--- src/rtl/tsched_pkg.sv ---
package tsched_pkg;

    typedef enum logic [1:0] {
        CTX_READY  = 2'd0,
        CTX_WAIT   = 2'd1,
        CTX_ACTIVE = 2'd2
    } ctx_state_e;

    typedef enum logic [1:0] {
        SCH_RUN    = 2'd0,
        SCH_SWITCH = 2'd1,
        SCH_IDLE   = 2'd2
    } sch_state_e;

endpackage

--- src/rtl/tsched_rr_pick.sv ---
module tsched_rr_pick #(
    parameter int N  = 8,
    parameter int IW = 3
) (
    input  logic [N-1:0]  req,
    input  logic [IW-1:0] start,
    output logic          found,
    output logic [IW-1:0] pick
);

    // Walk the offsets downward so that the smallest offset from start wins.
    always_comb begin
        found = 1'b0;
        pick  = '0;
        for (int k = N - 1; k >= 0; k--) begin
            int idx;
            idx = int'(start) + k;
            if (idx >= N) begin
                idx = idx - N;
            end
            if (req[idx]) begin
                found = 1'b1;
                pick  = IW'(idx);
            end
        end
    end

endmodule

--- src/rtl/tsched_ctx_slot.sv ---
module tsched_ctx_slot
    import tsched_pkg::*;
#(
    parameter bit START_ACTIVE = 1'b0
) (
    input  logic       clk,
    input  logic       rst_n,
    input  logic       grant,
    input  logic       release_i,
    input  logic       park_wait,
    input  logic       done,
    output ctx_state_e state_o,
    output logic       err_o
);

    ctx_state_e state_q;
    ctx_state_e state_d;

    always_comb begin
        state_d = state_q;
        unique case (state_q)
            CTX_READY: begin
                if (grant) state_d = CTX_ACTIVE;
            end
            CTX_WAIT: begin
                if (done) state_d = CTX_READY;
            end
            CTX_ACTIVE: begin
                if (release_i && !grant) begin
                    state_d = park_wait ? CTX_WAIT : CTX_READY;
                end
            end
            default: state_d = CTX_READY;
        endcase
    end

    always_ff @(posedge clk or negedge rst_n) begin
        if (!rst_n) begin
            state_q <= START_ACTIVE ? CTX_ACTIVE : CTX_READY;
            err_o   <= 1'b0;
        end else begin
            state_q <= state_d;
            err_o   <= done && (state_q != CTX_WAIT);
        end
    end

    assign state_o = state_q;


    wait_hold_chk: assert property (@(posedge clk) disable iff (!rst_n)
        (state_q == CTX_WAIT && !done) |=> (state_q == CTX_WAIT));


    wake_chk: assert property (@(posedge clk) disable iff (!rst_n)
        (state_q == CTX_WAIT && done) |=> (state_q == CTX_READY));


    stray_done_chk: assert property (@(posedge clk) disable iff (!rst_n)
        (done && state_q != CTX_WAIT) |=> err_o);

endmodule

--- src/rtl/tsched_ctrl.sv ---
module tsched_ctrl
    import tsched_pkg::*;
#(
    parameter int N      = 8,
    parameter int IW     = 3,
    parameter int SW_CYC = 4
) (
    input  logic          clk,
    input  logic          rst_n,
    input  logic [N-1:0]  ready_vec,
    input  logic [N-1:0]  yield_vec,
    input  logic [N-1:0]  wait_vec,
    output logic [N-1:0]  grant_vec,
    output logic [N-1:0]  release_vec,
    output logic          park_wait,
    output logic [IW-1:0] active_id,
    output logic          pipe_valid
);

    localparam int CW = (SW_CYC > 1) ? $clog2(SW_CYC) : 1;
    localparam logic [CW-1:0] CNT_LOAD = CW'(SW_CYC - 1);

    sch_state_e    sch_q, sch_d;
    logic [CW-1:0] cnt_q;
    logic [IW-1:0] id_q;
    logic [IW-1:0] base;
    logic [N-1:0]  self_vec;
    logic [N-1:0]  cand;
    logic          yield_hit;
    logic          found;
    logic [IW-1:0] pick;
    logic          select;

    assign yield_hit = (sch_q == SCH_RUN) && yield_vec[id_q];
    assign base      = (id_q == IW'(N - 1)) ? '0 : id_q + 1'b1;
    assign self_vec  = N'(1) << id_q;

    always_comb begin
        unique case (sch_q)
            SCH_RUN:  cand = yield_hit ? (ready_vec | (wait_vec[id_q] ? '0 : self_vec)) : '0;
            SCH_IDLE: cand = ready_vec;
            default:  cand = '0;
        endcase
    end

    tsched_rr_pick #(.N(N), .IW(IW)) u_pick (
        .req   (cand),
        .start (base),
        .found (found),
        .pick  (pick)
    );

    assign select = found && (yield_hit || sch_q == SCH_IDLE);

    // next-state
    always_comb begin
        sch_d = sch_q;
        unique case (sch_q)
            SCH_RUN: begin
                if (yield_hit) sch_d = found ? SCH_SWITCH : SCH_IDLE;
            end
            SCH_SWITCH: begin
                if (cnt_q == '0) sch_d = SCH_RUN;
            end
            SCH_IDLE: begin
                if (found) sch_d = SCH_SWITCH;
            end
            default: sch_d = SCH_RUN;
        endcase
    end

    // state register
    always_ff @(posedge clk or negedge rst_n) begin
        if (!rst_n) begin
            sch_q <= SCH_RUN;
            cnt_q <= '0;
            id_q  <= '0;
        end else begin
            sch_q <= sch_d;
            if (select) begin
                cnt_q <= CNT_LOAD;
                id_q  <= pick;
            end else if (sch_q == SCH_SWITCH && cnt_q != '0) begin
                cnt_q <= cnt_q - 1'b1;
            end
        end
    end

    // outputs
    always_comb begin
        pipe_valid  = (sch_q == SCH_RUN);
        active_id   = id_q;
        park_wait   = wait_vec[id_q];
        grant_vec   = select ? (N'(1) << pick) : '0;
        release_vec = yield_hit ? self_vec : '0;
    end

    // Independent measure of the bubble length.
    logic [CW:0] gap_q;
    always_ff @(posedge clk or negedge rst_n) begin
        if (!rst_n) begin
            gap_q <= '0;
        end else if (pipe_valid || sch_q != SCH_SWITCH) begin
            gap_q <= '0;
        end else begin
            gap_q <= gap_q + 1'b1;
        end
    end


    owner_hold_chk: assert property (@(posedge clk) disable iff (!rst_n)
        (pipe_valid && !yield_vec[active_id]) |=> (pipe_valid && $stable(active_id)));


    bubble_start_chk: assert property (@(posedge clk) disable iff (!rst_n)
        (pipe_valid && yield_vec[active_id]) |=> !pipe_valid);


    bubble_len_chk: assert property (@(posedge clk) disable iff (!rst_n)
        $rose(pipe_valid) |-> (gap_q == (CW+1)'(SW_CYC)));


    idle_wake_chk: assert property (@(posedge clk) disable iff (!rst_n)
        (sch_q == SCH_IDLE && ready_vec != '0) |=> (sch_q == SCH_SWITCH));


    quiet_grant_chk: assert property (@(posedge clk) disable iff (!rst_n)
        (sch_q == SCH_SWITCH) |-> (grant_vec == '0 && release_vec == '0));

endmodule

--- src/rtl/hw_thread_sched.sv ---
module hw_thread_sched
    import tsched_pkg::*;
#(
    parameter int NUM_CTX       = 8,
    parameter int SWITCH_CYCLES = 4,
    localparam int IW = (NUM_CTX > 1) ? $clog2(NUM_CTX) : 1
) (
    input  logic                 clk,
    input  logic                 rst_n,
    input  logic [NUM_CTX-1:0]   yield_i,
    input  logic [NUM_CTX-1:0]   wait_i,
    input  logic [NUM_CTX-1:0]   done_i,
    output logic [IW-1:0]        active_id_o,
    output logic                 pipe_valid_o,
    output logic [2*NUM_CTX-1:0] ctx_state_o,
    output logic                 done_err_o
);

    ctx_state_e         st [NUM_CTX];
    logic [NUM_CTX-1:0] ready_vec;
    logic [NUM_CTX-1:0] active_mask;
    logic [NUM_CTX-1:0] err_vec;
    logic [NUM_CTX-1:0] grant_vec;
    logic [NUM_CTX-1:0] release_vec;
    logic               park_wait;

    tsched_ctrl #(.N(NUM_CTX), .IW(IW), .SW_CYC(SWITCH_CYCLES)) u_ctrl (
        .clk         (clk),
        .rst_n       (rst_n),
        .ready_vec   (ready_vec),
        .yield_vec   (yield_i),
        .wait_vec    (wait_i),
        .grant_vec   (grant_vec),
        .release_vec (release_vec),
        .park_wait   (park_wait),
        .active_id   (active_id_o),
        .pipe_valid  (pipe_valid_o)
    );

    for (genvar i = 0; i < NUM_CTX; i++) begin : g_slot
        tsched_ctx_slot #(.START_ACTIVE(i == 0)) u_slot (
            .clk       (clk),
            .rst_n     (rst_n),
            .grant     (grant_vec[i]),
            .release_i (release_vec[i]),
            .park_wait (park_wait),
            .done      (done_i[i]),
            .state_o   (st[i]),
            .err_o     (err_vec[i])
        );
        assign ready_vec[i]       = (st[i] == CTX_READY);
        assign active_mask[i]     = (st[i] == CTX_ACTIVE);
        assign ctx_state_o[2*i+:2] = st[i];
    end

    assign done_err_o = |err_vec;


    one_active_chk: assert property (@(posedge clk) disable iff (!rst_n)
        $onehot0(active_mask));


    valid_owner_chk: assert property (@(posedge clk) disable iff (!rst_n)
        pipe_valid_o |-> active_mask[active_id_o]);


    idle_empty_chk: assert property (@(posedge clk) disable iff (!rst_n)
        (!pipe_valid_o && active_mask == '0) |-> !(|grant_vec) || (ready_vec != '0));

endmodule

--- config.mk ---
export PLATFORM = sky130hd
export DESIGN_NAME = hw_thread_sched
export DESIGN_NICKNAME = d
export VERILOG_FILES = /design/src/rtl/tsched_pkg.sv /design/src/rtl/tsched_rr_pick.sv /design/src/rtl/tsched_ctx_slot.sv /design/src/rtl/tsched_ctrl.sv /design/src/rtl/hw_thread_sched.sv
export SDC_FILE = /design/constraint.sdc
export NUM_CORES = 1
export LEC_CHECK = 0
export BUFFER_PORTS_ARGS = -buffer_cell sky130_fd_sc_hd__buf_2
export CORE_MARGIN = 5
export CORE_UTILIZATION = 51
export DETAILED_ROUTE_END_ITERATION = 8
export GPL_ROUTABILITY_DRIVEN = 0
export PLACE_DENSITY = 0.77
export SKIP_LAST_GASP = 1
export SLEW_MARGIN = 20
export SYNTH_ARGS = -nofsm -noshare
export SYNTH_HDL_FRONTEND = slang
export SYNTH_HIERARCHICAL = 1
export SYNTH_SLANG_ARGS = --single-unit
--- constraint.sdc ---
create_clock -name clk -period 3.9 [get_ports clk]
set_clock_uncertainty 0.1 [all_clocks]
set_input_delay 0.975 -clock clk [delete_from_list [all_inputs] [get_ports clk]]
set_output_delay 0.975 -clock clk [all_outputs]
set_load 0.03 [all_outputs]
==> impl_metrics.py, run 1 <==
metrics = {
    "sta": {
        "slew_violations": 0,
        "worst_slack_ps": -369.0,
        "rsz0062_at_grt": "true",
        "slew_headroom_pct": 52.72,
        "finalCritPeriodShare_pct": 109.5,
        "fmax_ghz": 0.2342,
        "hold_viol": 0,
        "period_needed_ps": 4269,
        "max_slew.worst_pin.slew_ps": 709.2,
        "setup_violations": 20,
    },
    "clock_tree": {
        "ctsRootBufferMaster": "clkbuf_8",
        "cts_htree_levels": 2,
        "clk_latency_ps": 290,
        "clk_pin_slew_ps": 60,
        "cts-buffers-inserted": 5,
        "clock_sinks": 31,
        "clk_path_buf_depth": 2,
        "cts_tree": "done",
        "cts_hold_buf": 0,
    },
    "global_route": {
        "grt_use_total_pct": 24.01,
        "grt_first_pass_wirelength_mm": 13.57,
        "grt_pass1_vias": 2839,
        "grt_max_degree": 32,
        "grt_overflow": 0,
        "antenna_found_initial": 0,
    },
    "final_layout": {
        "layout_common_cells": "buf_4 (53), buf_2 (40), dfrtp_1 (29), inv_1 (19), nand2b_1 (18)",
        "final_common_cell": "buf_4",
        "layout-drive-gt1-share_pct": 50.91,
        "antenna_cells": 0,
        "num-nets-final": 419,
        "area_growth_pct": 45.05,
        "utilization_pct": 76.34,
        "instances_no_fill": 455,
    },
    "logic_synthesis": {
        "synth_ff_type": "dfrtp_1",
        "syn-cell-area_sq_um": 2705,
        "synthAdderAreaFrac_pct": 4.163,
        "netlist_instances": 283,
        "syn_area_per_cell_sq_um": 9.559,
        "synth-xor-area-share_pct": 0.9713,
        "synth_edf_count": 0,
        "ys_warn_count": 6,
        "synthArstFlopShare_pct": 100.0,
        "synth.distinct_cells": 52,
        "ys_ff_latch": 31,
        "syn_nets": 318,
        "synth-compound-area-share_pct": 16.05,
        "synth_seq_area_share_pct": 28.72,
        "synth.area.mux_share_pct": 20.07,
        "synth-simple-area-share_pct": 24.33,
        "synth_top_family_by_area": "simple AND/OR/NAND/NOR gates",
    },
    "floorplan": {
        "core_sq_um": 5140,
        "die_y_um": 82.83,
        "die-area_sq_um": 6861,
        "row_count": 26,
        "pin_count": 47,
        "initial_utilization_pct": 52.63,
        "die_width_um": 82.83,
    },
    "critical_path": {
        "worstPathRequired_ps": 4000,
        "worstPathCellList": "buf_6, mux4_2, and3_4, nor2b_4, a21oi_2, nor2_2, mux4_2, buf_6, mux2_4, a221oi_1, and3_1, nor3_2, nor2_4, nand2b_4, nor2_2, nand4b_1, o22ai_1",
        "cp_top_family": "simple AND/OR/NAND/NOR gates",
        "crit_path_max_fanout": 6,
        "crit_type": "in2reg",
        "crit_buf_inv": 2,
        "crit_slowest_cell": "mux4_2",
        "critical_path_arrival_ps": 4370,
        "crit_path_end_kind": "register",
        "cp_slowest_stage_delay_ps": 480,
        "start_kind": "primary input",
    },
    "placed_design": {
        "port_buffers": 46,
        "place_inst": 435,
        "dp_hpwl_mm": 5.786,
    },
    "drt": {
        "vias": 2822,
        "wl_mm": 8.650,
        "drc_errors": 0,
        "drtIter0Drc": 301,
        "ant_nets": 0,
        "vias_per_cell": 6.202,
        "drt_pass1_iterations": 5,
        "wl_per_cell_um": 19.01,
    },
    "hold_path": {
        "hold_path.class": "reg2reg",
    },
    "status": {
        "violations": "setup timing",
        "status": "complete, but fails checks",
    },
    "job": {
        "cap_violations": 0,
    },
}
==> per-layer routing <==
layer	up-vias	routed length [um]	track usage, %
met3	35	670	5.149
li1	1251	-	-
met1	1371	3407	29.71
met4	0	295	9.212
met5	-	0	0
met2	165	4276	40.89
==> cell families after synthesis <==
logic type | count (synthesis)
compound gates | 65
xor+xnor | 3
fa+ha+maj | 9
buf+inv | 30
flops | 31
mux | 29
simple gates | 116
==> worst paths after layout <==
kind	start	to	slack [ps]	depth (start not counted)
hold reg to reg	g_slot[0].u_slot/state_o[0]	g_slot[0].u_slot/state_o[1]	370	1
max in group asynchronous	rst_n	u_ctrl/active_id[0]	2540	1
setup reg to reg	u_ctrl/active_id[0]	g_slot[5].u_slot/state_o[0]	-230	17
setup / recovery	yield_i[3]	g_slot[5].u_slot/state_o[0]	-370	17
hold / removal	g_slot[0].u_slot/state_o[0]	g_slot[0].u_slot/state_o[1]	370	1
min in group asynchronous	rst_n	g_slot[6].u_slot/err_o	640	1
==> cell usage after synthesis (all sizes together) (2+ instances only) <==
cell / number / area (sq um)
dfrtp: 30 / 750.7
nor2: 30 / 120.1
a21oi: 24 / 120.1
nand2b: 21 / 131.4
inv: 20 / 75.07
and2: 16 / 100.1
mux4: 16 / 390.4
nand2: 13 / 48.80
o22ai: 10 / 62.56
ha: 9 / 112.6
mux2: 9 / 112.6
nor2b: 9 / 56.30
nand4b: 8 / 70.07
o21ai: 8 / 47.55
buf: 7 / 67.56
nor3: 6 / 41.29
nor4: 6 / 43.79
and3: 5 / 31.28
a2111oi: 4 / 40.04
mux2i: 4 / 40.04
a31oi: 3 / 18.77
clkbuf: 3 / 11.26
a221oi: 2 / 17.52
o211ai: 2 / 20.02
o21a: 2 / 22.52
xor2: 2 / 17.52
==> stage by stage <==
step	instance area [sq um]	hold WS [ps]	setup TNS (ps)	setup WS [ps]
floorplan	2867	410.4	-3493	-318.3
finish	3924	366.9	-4683	-369.0
detailed placement	3476	358.3	-13700	-800.4
CTS	3864	367.9	-3202	-270.0
global route	3924	393.0	-6844	-461.8
global placement	3476	350.4	-11170	-684.8
==> area by class of cell <==
cell class              count  area [sq um]
clock buffers               7         86.33
multi-input cells         222          2141
repair buffers            104         748.2
flip-flops and latches     31         780.7
clock inverters             1         5.005
fillers                   332          1216
inverters                  20         75.07
well taps                  70         87.58
==> state kept, by name, indices dropped and copies added, names as in the netlist <==
signal and flops:
g_slot.u_slot/err_o 8, g_slot.u_slot/state_o 16, u_ctrl/active_id 3, u_ctrl/cnt_q 2, u_ctrl/sch_q 2
==> what timing repair did <==
item | CTS | global route
pin swaps | 23 | 12
resized for setup | 47 | 15
setup buffers | 11 | 1
cloned | 0 | 0
setup endpoints to repair | 22 | 22
Power of run 1 is not shown: default switching activity piles up to over one toggle a cycle in this logic, so the estimate is an artifact.
==> inputs of run 2 (changes only) <==
--- a/config.mk
+++ b/config.mk
@@ -6,11 +6,13 @@
 export NUM_CORES = 1
 export LEC_CHECK = 0
 export BUFFER_PORTS_ARGS = -buffer_cell sky130_fd_sc_hd__buf_2
+export CAP_MARGIN = 20
 export CORE_MARGIN = 5
-export CORE_UTILIZATION = 51
+export CORE_UTILIZATION = 53
+export CTS_BUF_LIST = sky130_fd_sc_hd__clkbuf_8
 export DETAILED_ROUTE_END_ITERATION = 8
 export GPL_ROUTABILITY_DRIVEN = 0
-export PLACE_DENSITY = 0.77
+export PLACE_DENSITY = 0.9
 export SKIP_LAST_GASP = 1
 export SLEW_MARGIN = 20
 export SYNTH_ARGS = -nofsm -noshare
==> impl_metrics.py, run 2 (same netlist as run 1, synthesis figures left out) <==
metrics = {
    "clock_tree": {
        "cts_hold_buf": 0,
        "clk_pin_slew_ps": 70,
        "ctsRootBufferMaster": "clkbuf_8",
        "cts_tree": "done",
        "clk_latency_ps": 290,
        "clk_path_buf_depth": 2,
        "cts-buffers-inserted": 5,
        "cts_htree_levels": 2,
        "clock_sinks": 31,
    },
    "critical_path": {
        "cp_num_cells": 15,
        "worstPathCellList": "buf_8, mux4_2, and3_4, nor2b_4, a21oi_2, nor2_4, mux4_2, mux2_4, o21ai_2, a31oi_1, o21bai_1, mux2_4, nor4_4, nand4b_1, o22ai_1",
        "cp_slowest_stage_delay_ps": 560,
        "crit_path_end_kind": "register",
        "r2r_slack_ps": -450,
        "start_kind": "primary input",
        "worstPathRequired_ps": 3960,
        "rr_endpoint": "g_slot[0].u_slot/state_o[0]",
        "crit_path_max_fanout": 7,
        "crit_buf_inv": 1,
        "cp_top_family": "multiplexers",
        "crit_slowest_cell": "mux4_2",
        "crit_type": "in2reg",
        "critical_path_arrival_ps": 4550,
        "reg2reg_depth": 16,
        "rr_startpoint": "u_ctrl/active_id[1]",
    },
    "global_route": {
        "grt_max_degree": 32,
        "grt_first_pass_wirelength_mm": 14.55,
        "grt_pass1_vias": 2855,
        "antenna_found_initial": 0,
        "grt_use_total_pct": 28.94,
        "grt_overflow": 0,
    },
    "final_layout": {
        "num-nets-final": 412,
        "area_growth_pct": 47.59,
        "layout_common_cells": "buf_4 (41), buf_2 (40), dfrtp_1 (29), nand2b_1 (18), inv_1 (17)",
        "utilization_pct": 79.18,
        "antenna_cells": 0,
        "layout-drive-gt1-share_pct": 51.85,
        "largest_register_ffs": 16,
        "final_common_cell": "buf_4",
    },
    "floorplan": {
        "die_width_um": 81.44,
        "core_sq_um": 5042,
        "row_count": 26,
        "die-area_sq_um": 6632,
        "pin_count": 47,
        "initial_utilization_pct": 53.65,
        "die_y_um": 81.44,
    },
    "placed_design": {
        "port_buffers": 46,
        "place_ws_ps": -861.0,
        "dp_hpwl_mm": 5.939,
    },
    "drt": {
        "vias": 3058,
        "drt_pass1_iterations": 8,
        "top_layer": "met4",
        "drtIter0Drc": 439,
        "ant_nets": 0,
        "vias_per_cell": 6.826,
        "wl_met3_mm": 1.147,
        "drc_errors": 0,
        "wl_mm": 10.13,
        "wl_per_cell_um": 22.60,
        "wl_met2_mm": 4.840,
        "wl_met1_mm": 3.412,
    },
    "hold_path": {
        "min_to": "g_slot[0].u_slot/state_o[1]",
        "hold_depth": 1,
        "hold_path.class": "reg2reg",
        "min_from": "g_slot[0].u_slot/state_o[0]",
    },
    "sta": {
        "rsz0062_at_grt": "true",
        "period_needed_ps": 4488,
        "max_slew.worst_pin.slew_ps": 707.8,
        "fin_hold_ws_ps": 390.4,
        "slew_violations": 0,
        "worst_slack_ps": -588.5,
        "hold_viol": 0,
        "finalCritPeriodShare_pct": 115.1,
        "setup_violations": 22,
        "fmax_ghz": 0.2228,
        "slew_headroom_pct": 52.82,
    },
    "status": {
        "violations": "setup timing",
        "status": "complete, but fails checks",
    },
    "job": {
        "cap_violations": 0,
    },
}
-- run 2: metrics by stage --
step | setup TNS, ps | cell area, sq um | std cells
floorplan | -3493 | 2867 | 283
global placement | -11830 | 3461 | 428
detailed placement | -16230 | 3461 | 428
CTS | -4896 | 3775 | 440
global route | -10260 | 3993 | 448
finish | -8701 | 3993 | 448
-- run 2: what timing repair did --
action | CTS | global route
setup endpoints to repair | 22 | 22
pin swaps | 20 | 13
buffers inserted | 4 | 8
gates resized for setup | 42 | 38
-- run 2: cell type report --
cell class	instances	area, sq um
Fill cell	257	1050
Multi-Input combinational cell	222	2197
Tap cell	70	87.58
Clock buffer	7	96.34
Clock inverter	1	7.507
Timing Repair Buffer	97	748.2
Sequential cell	31	780.7
Inverter	20	75.07
-- run 2: per-layer routing --
metal | vias to the layer above | global-route usage, %
li1 | 1235 | -
met1 | 1425 | 34.20
met2 | 300 | 49.59
met3 | 98 | 5.921
met4 | 0 | 14.70
met5 | - | 0
-- run 2: how the worst max path moves through the flow --
stage	start	endpoint	slack [ps]
2_1_floorplan	yield_i[3]	g_slot[2].u_slot/state_o[0]	-320
3_3_place_gp	yield_i[3]	g_slot[0].u_slot/state_o[0]	-700
3_5_place_dp	yield_i[3]	g_slot[0].u_slot/state_o[0]	-860
4_1_cts	yield_i[3]	g_slot[2].u_slot/state_o[0]	-360
5_1_grt	yield_i[7]	g_slot[0].u_slot/state_o[0]	-620
6_report	yield_i[7]	g_slot[0].u_slot/state_o[0]	-590
Power of run 2 is left out for the same reason.
